### src/rtl/rtc_pkg.sv
package rtc_pkg;
  localparam int FW     = 8;  // bits per BCD field
  localparam int NFIELD = 7;  // sec, min, hour, day, month, year, weekday
  localparam int NALM   = 6;  // fields compared by the alarm
  localparam int F_SEC = 0, F_MIN = 1, F_HOUR = 2, F_DAY = 3, F_MON = 4, F_YEAR = 5, F_WDAY = 6;

  typedef logic [FW-1:0] bcd_t;
  typedef logic [NFIELD-1:0][FW-1:0] rtc_time_t;
  typedef logic [NALM-1:0][FW-1:0] alm_time_t;

  function automatic bcd_t bcd_inc(bcd_t v);
    if (v[3:0] >= 4'd9) return {v[7:4] + 4'd1, 4'd0};
    return {v[7:4], v[3:0] + 4'd1};
  endfunction

  function automatic logic leap_year(bcd_t y);
    logic [6:0] b;
    b = 7'(y[7:4]) * 7'd10 + 7'(y[3:0]);
    return b[1:0] == 2'd0;
  endfunction

  function automatic bcd_t month_last(bcd_t m, bcd_t y);
    case (m)
      8'h02:                      return leap_year(y) ? 8'h29 : 8'h28;
      8'h04, 8'h06, 8'h09, 8'h11: return 8'h30;
      default:                    return 8'h31;
    endcase
  endfunction
endpackage

### src/rtl/rtc_calendar.sv
module rtc_calendar import rtc_pkg::*; (
  input  logic      clk,
  input  logic      rst_n,
  input  logic      adv,
  input  logic      ld_en,
  input  logic [2:0] ld_idx,
  input  bcd_t      ld_val,
  output rtc_time_t cur,
  output alm_time_t nxt_cal,
  output logic      ev_min,
  output logic      ev_hour,
  output logic      ev_day
);
  localparam rtc_time_t RESET_T = {8'h00, 8'h00, 8'h01, 8'h01, 8'h00, 8'h00, 8'h00};

  rtc_time_t nxt;
  logic c_min, c_hour, c_day, c_mon, c_yr;

  // Ripple of carries from seconds up to the year
  always_comb begin
    nxt = cur;
    c_min = 1'b0; c_hour = 1'b0; c_day = 1'b0; c_mon = 1'b0; c_yr = 1'b0;
    if (cur[F_SEC] >= 8'h59) begin nxt[F_SEC] = '0; c_min = 1'b1; end
    else nxt[F_SEC] = bcd_inc(cur[F_SEC]);
    if (c_min) begin
      if (cur[F_MIN] >= 8'h59) begin nxt[F_MIN] = '0; c_hour = 1'b1; end
      else nxt[F_MIN] = bcd_inc(cur[F_MIN]);
    end
    if (c_hour) begin
      if (cur[F_HOUR] >= 8'h23) begin nxt[F_HOUR] = '0; c_day = 1'b1; end
      else nxt[F_HOUR] = bcd_inc(cur[F_HOUR]);
    end
    if (c_day) begin
      nxt[F_WDAY] = (cur[F_WDAY] >= 8'h06) ? '0 : bcd_inc(cur[F_WDAY]);
      if (cur[F_DAY] >= month_last(cur[F_MON], cur[F_YEAR])) begin nxt[F_DAY] = 8'h01; c_mon = 1'b1; end
      else nxt[F_DAY] = bcd_inc(cur[F_DAY]);
    end
    if (c_mon) begin
      if (cur[F_MON] >= 8'h12) begin nxt[F_MON] = 8'h01; c_yr = 1'b1; end
      else nxt[F_MON] = bcd_inc(cur[F_MON]);
    end
    if (c_yr) nxt[F_YEAR] = (cur[F_YEAR] >= 8'h99) ? '0 : bcd_inc(cur[F_YEAR]);
  end

  always_ff @(posedge clk or negedge rst_n) begin
    if (!rst_n)     cur <= RESET_T;
    else if (ld_en) cur[ld_idx] <= ld_val;
    else if (adv)   cur <= nxt;
  end

  assign nxt_cal = nxt[NALM-1:0];
  assign ev_min  = adv & c_min;
  assign ev_hour = adv & c_hour;
  assign ev_day  = adv & c_day;

  // with no advance and no load the time must not move
  a_r4_time_frozen: assert property (@(posedge clk) disable iff (!rst_n)
    (!adv && !ld_en) |=> $stable(cur));
endmodule

### src/rtl/rtc_alarm_match.sv
module rtc_alarm_match import rtc_pkg::*; (
  input  alm_time_t probe,
  input  alm_time_t alarm,
  output logic      hit
);
  logic [NALM-1:0] eq;
  for (genvar i = 0; i < NALM; i++) begin : g_cmp
    assign eq[i] = (probe[i] == alarm[i]);
  end
  assign hit = &eq;
endmodule

### src/rtl/bcd_rtc.sv
module bcd_rtc import rtc_pkg::*; #(
  parameter int AW = 5
) (
  input  logic          clk,
  input  logic          rst_n,
  input  logic          sec_tick,
  input  logic [AW-1:0] bus_addr,
  input  logic          bus_wr,
  input  logic [FW-1:0] bus_wdata,
  output logic [FW-1:0] bus_rdata,
  output logic          irq
);
  localparam int A_ALM0 = NFIELD;
  localparam int A_CTRL = A_ALM0 + NALM;
  localparam int A_STAT = A_CTRL + 1;
  localparam int A_IE   = A_CTRL + 2;
  localparam int C_RUN = 0, C_SNAP = 6, C_RDSNAP = 7;

  logic [FW-1:0] ctrl_q;
  logic          run_q, alm_q, pwr_q;
  logic [3:0]    evt_q;      // second, minute, hour, day
  logic [3:0]    ie_q;
  alm_time_t     alm_regs;
  rtc_time_t     snap_q, live;
  alm_time_t     nxt_cal;
  logic          ev_min, ev_hour, ev_day, match, alarm_hit, adv;
  logic          in_time, in_alm, wr_ctrl;
  logic [2:0]    alm_idx;
  logic [FW-1:0] st_clr;

  assign adv       = sec_tick & ctrl_q[C_RUN];
  assign in_time   = bus_addr < AW'(NFIELD);
  assign in_alm    = !in_time && (bus_addr < AW'(A_CTRL));
  assign alm_idx   = 3'(bus_addr - AW'(A_ALM0));
  assign wr_ctrl   = bus_wr && (bus_addr == AW'(A_CTRL));
  assign st_clr    = (bus_wr && bus_addr == AW'(A_STAT)) ? bus_wdata : '0;
  assign alarm_hit = adv & match;

  rtc_calendar u_cal (
    .clk, .rst_n, .adv,
    .ld_en  (bus_wr && in_time && !ctrl_q[C_RUN]),
    .ld_idx (bus_addr[2:0]),
    .ld_val (bus_wdata),
    .cur    (live),
    .nxt_cal,
    .ev_min, .ev_hour, .ev_day
  );

  rtc_alarm_match u_alm (.probe(nxt_cal), .alarm(alm_regs), .hit(match));

  always_ff @(posedge clk or negedge rst_n) begin
    if (!rst_n) begin
      ctrl_q <= '0; run_q <= 1'b0; alm_q <= 1'b0; pwr_q <= 1'b1;
      evt_q <= '0; ie_q <= '0; alm_regs <= '0; snap_q <= '0;
    end else begin
      if (sec_tick) run_q <= ctrl_q[C_RUN];
      if (wr_ctrl) ctrl_q <= bus_wdata & ~(FW'(1) << C_SNAP);
      if (wr_ctrl && bus_wdata[C_SNAP]) snap_q <= live;
      if (bus_wr && bus_addr == AW'(A_IE)) ie_q <= bus_wdata[3:0];
      if (bus_wr && in_alm) alm_regs[alm_idx] <= bus_wdata;
      evt_q <= (evt_q & ~st_clr[5:2]) | {ev_day, ev_hour, ev_min, adv};
      alm_q <= (alm_q & ~st_clr[6]) | alarm_hit;
      pwr_q <= pwr_q & ~st_clr[7];
    end
  end

  always_comb begin
    bus_rdata = '0;
    if (in_time)                          bus_rdata = ctrl_q[C_RDSNAP] ? snap_q[bus_addr[2:0]] : live[bus_addr[2:0]];
    else if (in_alm)                      bus_rdata = alm_regs[alm_idx];
    else if (bus_addr == AW'(A_CTRL))     bus_rdata = ctrl_q;
    else if (bus_addr == AW'(A_STAT))     bus_rdata = {pwr_q, alm_q, evt_q, run_q, 1'b0};
    else if (bus_addr == AW'(A_IE))       bus_rdata = {4'b0, ie_q};
  end

  assign irq = (alm_q & ie_q[3]) | (evt_q[ie_q[1:0]] & ie_q[2]);

  a_r5_run_follows: assert property (@(posedge clk) disable iff (!rst_n)
    sec_tick |=> (run_q == $past(ctrl_q[C_RUN])));
  a_r6_snap_copy: assert property (@(posedge clk) disable iff (!rst_n)
    (wr_ctrl && bus_wdata[C_SNAP]) |=> (snap_q == $past(live)));
  a_r7_alarm_sets: assert property (@(posedge clk) disable iff (!rst_n)
    alarm_hit |=> alm_q);
  a_r9_pwr_stays_clear: assert property (@(posedge clk) disable iff (!rst_n)
    !pwr_q |=> !pwr_q);
  a_r10_irq_needs_enable: assert property (@(posedge clk) disable iff (!rst_n)
    irq |-> (ie_q[2] | ie_q[3]));
endmodule

### config.mk
export PLATFORM = sky130hd
export DESIGN_NAME = bcd_rtc
export DESIGN_NICKNAME = d
export VERILOG_FILES = /design/src/rtl/rtc_pkg.sv /design/src/rtl/rtc_calendar.sv /design/src/rtl/rtc_alarm_match.sv /design/src/rtl/bcd_rtc.sv
export SDC_FILE = /design/constraint.sdc
export NUM_CORES = 1
export LEC_CHECK = 0
export BUFFER_PORTS_ARGS = -buffer_cell sky130_fd_sc_hd__clkbuf_2
export CAP_MARGIN = 20
export CORE_MARGIN = 3
export CORE_UTILIZATION = 50
export CTS_BUF_LIST = sky130_fd_sc_hd__clkbuf_8
export DETAILED_ROUTE_END_ITERATION = 10
export PLACE_DENSITY = 0.71
export SLEW_MARGIN = 20
export SYNTH_ARGS = -nofsm -noshare
export SYNTH_HDL_FRONTEND = slang
export SYNTH_SLANG_ARGS = --single-unit
export TNS_END_PERCENT = 100
### constraint.sdc
create_clock -name clk -period 3.9 [get_ports clk]
set_input_delay 0.78 -clock clk [delete_from_list [all_inputs] [get_ports clk]]
set_output_delay 0.78 -clock clk [all_outputs]
set_load 0.01 [all_outputs]
==> impl_metrics.py <==
metrics = {
    "sta": {
        "fin_hold_ws_ns": 0.2943,
        "finalWorstSetupSlack_ns": -0.2810,
        "fin_skew_ns": 0.01880,
        "unrepaired_setup_endpoints_after_global_routing": "true",
        "slew_violations": 0,
        "fmaxAchievable_ghz": 0.2392,
        "report.final.setup_viol": 1,
        "final.min_clock_period_ns": 4.181,
        "timing_hold_violations_final": 0,
        "timing.final.crit_share": 1.072,
        "max_slew_margin": 0.3950,
        "max_slew.worst_pin.slew_ns": 0.9074,
    },
    "die": {
        "dieHeight_um": 157.5,
        "boundaryPins": 26,
        "coreArea_um2": 22160,
        "die-area_um2": 24810,
        "floorplan.initialDensity": 0.5180,
        "die-width_um": 157.5,
        "rows": 54,
    },
    "layout": {
        "post_route_cells_drive_above_1_share": 0.2420,
        "layout.cell_area.non_filler_um2": 13140,
        "final_layout_fill_cell_count": 1952,
        "area_delta_synth_final_pct": 14.46,
        "layout.area.seq_um2": 4458,
        "diodes": 0,
        "final_net_count": 1367,
        "layout_commonest_cell": "dfrtp_1",
        "post_layout_nonfiller_instances": 1598,
        "final_util": 0.5929,
        "most-common-layout-cells": "dfrtp_1, nand2_1, buf_4",
        "multi_input_gate_area_um2": 6711,
    },
    "pwr": {
        "worst_vdd_ir_uv": 322.7,
        "p_leak_nw": 5.730,
        "power_density_normalized_to_cell_area_nw_per_um2": 538.7,
        "totalPowerFinal_mw": 7.078,
    },
    "placement": {
        "port-buffer-count": 25,
        "detailedPlacementHpwl_um": 31490,
        "place.gp.congestion": 1.055,
        "place_area_um2": 12490,
        "post-place-cells": 1563,
    },
    "cts": {
        "cts.clk_slew.worst_paths_ns": 0.11,
        "tritoncts.num_buffers": 17,
        "cts_root_buf": "clkbuf_8",
        "clk_latency_ns": 0.50,
        "cts-htree-levels": 4,
        "tritoncts": "done",
        "clkSinkCount": 178,
        "cts.path.max_buffers": 2,
    },
    "run_status": {
        "run_status": "finished with violations",
        "violations": "negative setup slack",
    },
    "setup_path": {
        "critical_path_buffer_and_inverter_count": 2,
        "crit_fanout": 5,
        "worst_setup_path_start_kind": "register",
        "timing_worst_setup_path_type": "register to register",
        "worstSetupEndpointType": "register",
        "cp.arrival_ns": 4.58,
        "cell_type_group_with_the_largest_total_delay_on_the_critical_path": "simple AND/OR/NAND/NOR gates",
        "slowest_delay_ns": 0.60,
        "crit_path_top_delay_cell": "dfstp_2",
        "timing.critical_path.required_ns": 4.30,
        "critical_path.cell_chain": "ha_4 -> nor2b_4 -> nand2_1 -> a21oi_2 -> a31oi_2 -> nor3_2 -> a21oi_2 -> ha_1 -> or4b_4 -> a221oi_4 -> buf_6 -> a21o_4 -> buf_6 -> o21ai_2 -> o211a_4 -> xnor2_1 -> nor4_2 -> nand4_1 -> o31ai_1",
    },
    "logic_synthesis": {
        "yosysWarnings": 0,
        "synth_sequential_area_ratio": 0.3883,
        "post_synth_inst_count": 1234,
        "synthesis.area_um2": 11480,
        "yosys_reg_bits": 178,
        "netlist-cell-type-count": 76,
        "synth-edff-count": 0,
        "most_area_consuming_cells_after_synthesis": "dfrtp_1, mux2_2, ha_1",
        "yosys_most_used_dff": "dfrtp_1",
        "postSynthAreaPerCell_um2": 9.303,
        "synth_fp_nets": 1296,
        "synth_async_sr_flop_share": 1.000,
        "synthDominantCellAreaShare": 0.3815,
        "netlist.top_cell.by_area": "dfrtp_1",
    },
    "global_routing": {
        "groute.usage.overall": 0.3542,
        "grt_pass1_wl_um": 64980,
        "grt_remaining_overflow": 0,
        "antenna_found_initial": 0,
        "grt_max_degree": 74,
        "first_global_vias": 10430,
    },
    "run": {
        "max_cap_viol_count": 0,
    },
    "detailed_routing": {
        "vias": 10830,
        "ant_nets": 0,
        "drt_drc_violations_left": 0,
        "wl_um": 42870,
        "drt-wirelength-per-cell_um": 26.83,
        "first_iter_violations": 1280,
        "drt_pass1_iterations": 6,
        "drt-vias-per-instance": 6.776,
    },
    "hold_path": {
        "holdCritPathClass": "input port to asynchronous set/reset pin",
    },
}
==> per-stage QoR <==
| stage | setup WS (ns) | TNS, ns |
|---|---|---|
| after floorplan | -0.01830 | -0.01830 |
| after global placement | -0.3042 | -0.3042 |
| after detailed placement | -0.3901 | -0.3901 |
| after CTS | -0.2490 | -0.2490 |
| after global routing | -0.4618 | -0.4618 |
| final | -0.2810 | -0.2810 |
==> final timing paths <==
kind | cells after the start | slack, ns | start | to
worst max-delay path | 19 | -0.28 | u_cal.cur[32] | alm_q
worst min-delay path | 1 | 0.29 | rst_n | snap_q[16]
worst max register to register | 19 | -0.28 | u_cal.cur[32] | alm_q
worst min register to register | 2 | 0.49 | snap_q[24] | snap_q[24]
max in group asynchronous | 2 | 2.70 | rst_n | u_cal.cur[24]
min in group clk | 2 | 0.49 | snap_q[24] | snap_q[24]
==> metal layers <==
layer | up-vias | GRT usage | wire length, um
met5 | - | 0 | 0
met4 | 0 | 0.1905 | 2649
met3 | 154 | 0.09348 | 4827
met2 | 679 | 0.5229 | 18400
met1 | 5249 | 0.4769 | 17000
li1 | 4746 | - | -
==> sequential cells by signal, summed over array words and instances (netlist names) <==
register and cells:
snap_q 56, u_cal.cur 56, alm_regs 48, ctrl_q 7, evt_q 4, ie_q 4, alm_q 1, pwr_q 1
run_q 1
==> cells in the mapped netlist, types with 17 or more instances <==
master      n
ha_1       45
mux2i_1    20
o21ai_0   102
dfrtp_1   175
a22o_1     24
nor2_1     63
a221oi_1   24
a21oi_1    49
clkbuf_1   66
a22oi_1    33
xnor2_1    17
inv_1      44
mux2_2     85
nand3_1    40
a221o_1    17
nand2_1   138
nor3_1     32
and2_1     19
==> cell type report <==
class,count,area share
Timing Repair Buffer,137,0.07732
Tap cell,280,0.02666
Multi-Input combinational cell,927,0.5108
Sequential cell,178,0.3393
Clock inverter,14,0.01438
Inverter,44,0.01276
Clock buffer,18,0.01885
==> where the power goes <==
group	switching (mW)	leakage, nW	internal, mW
combinational	1.57	3.19	1.21
clock	0.801	0.218	0.623
sequential	0.656	2.32	2.22
==> worst register-to-register path: cells and delay by family (launching register included) <==
kind                       cells  cell delay (ns)
AOI/OAI and AO/OA              8             1.28
xor gates and xnor gates       1             0.13
adders and majority gates      2             0.42
DFF                            1             0.60
buffers and inverters          2             0.29
and+or+nand+nor                6             1.38
==> what timing repair did <==
| item | 4_1_cts | 5_1_grt |
|---|---|---|
| pin swaps | 20 | 18 |
| buffers inserted | 3 | 1 |
| gates resized for setup | 23 | 27 |
| endpoints found under the setup margin | 1 | 11 |
| hold endpoints to repair | 0 | 0 |
| hold buffers | 0 | 0 |
==> cells by family after synthesis <==
group	after synthesis	synth area share
simple gates	381	0.1613
compound gates	361	0.2233
mux	107	0.1047
fa+ha+maj	45	0.04905
flops	178	0.3883
buf+inv	129	0.04807
xor+xnor	33	0.02518
(Power assumes the default switching activity.)
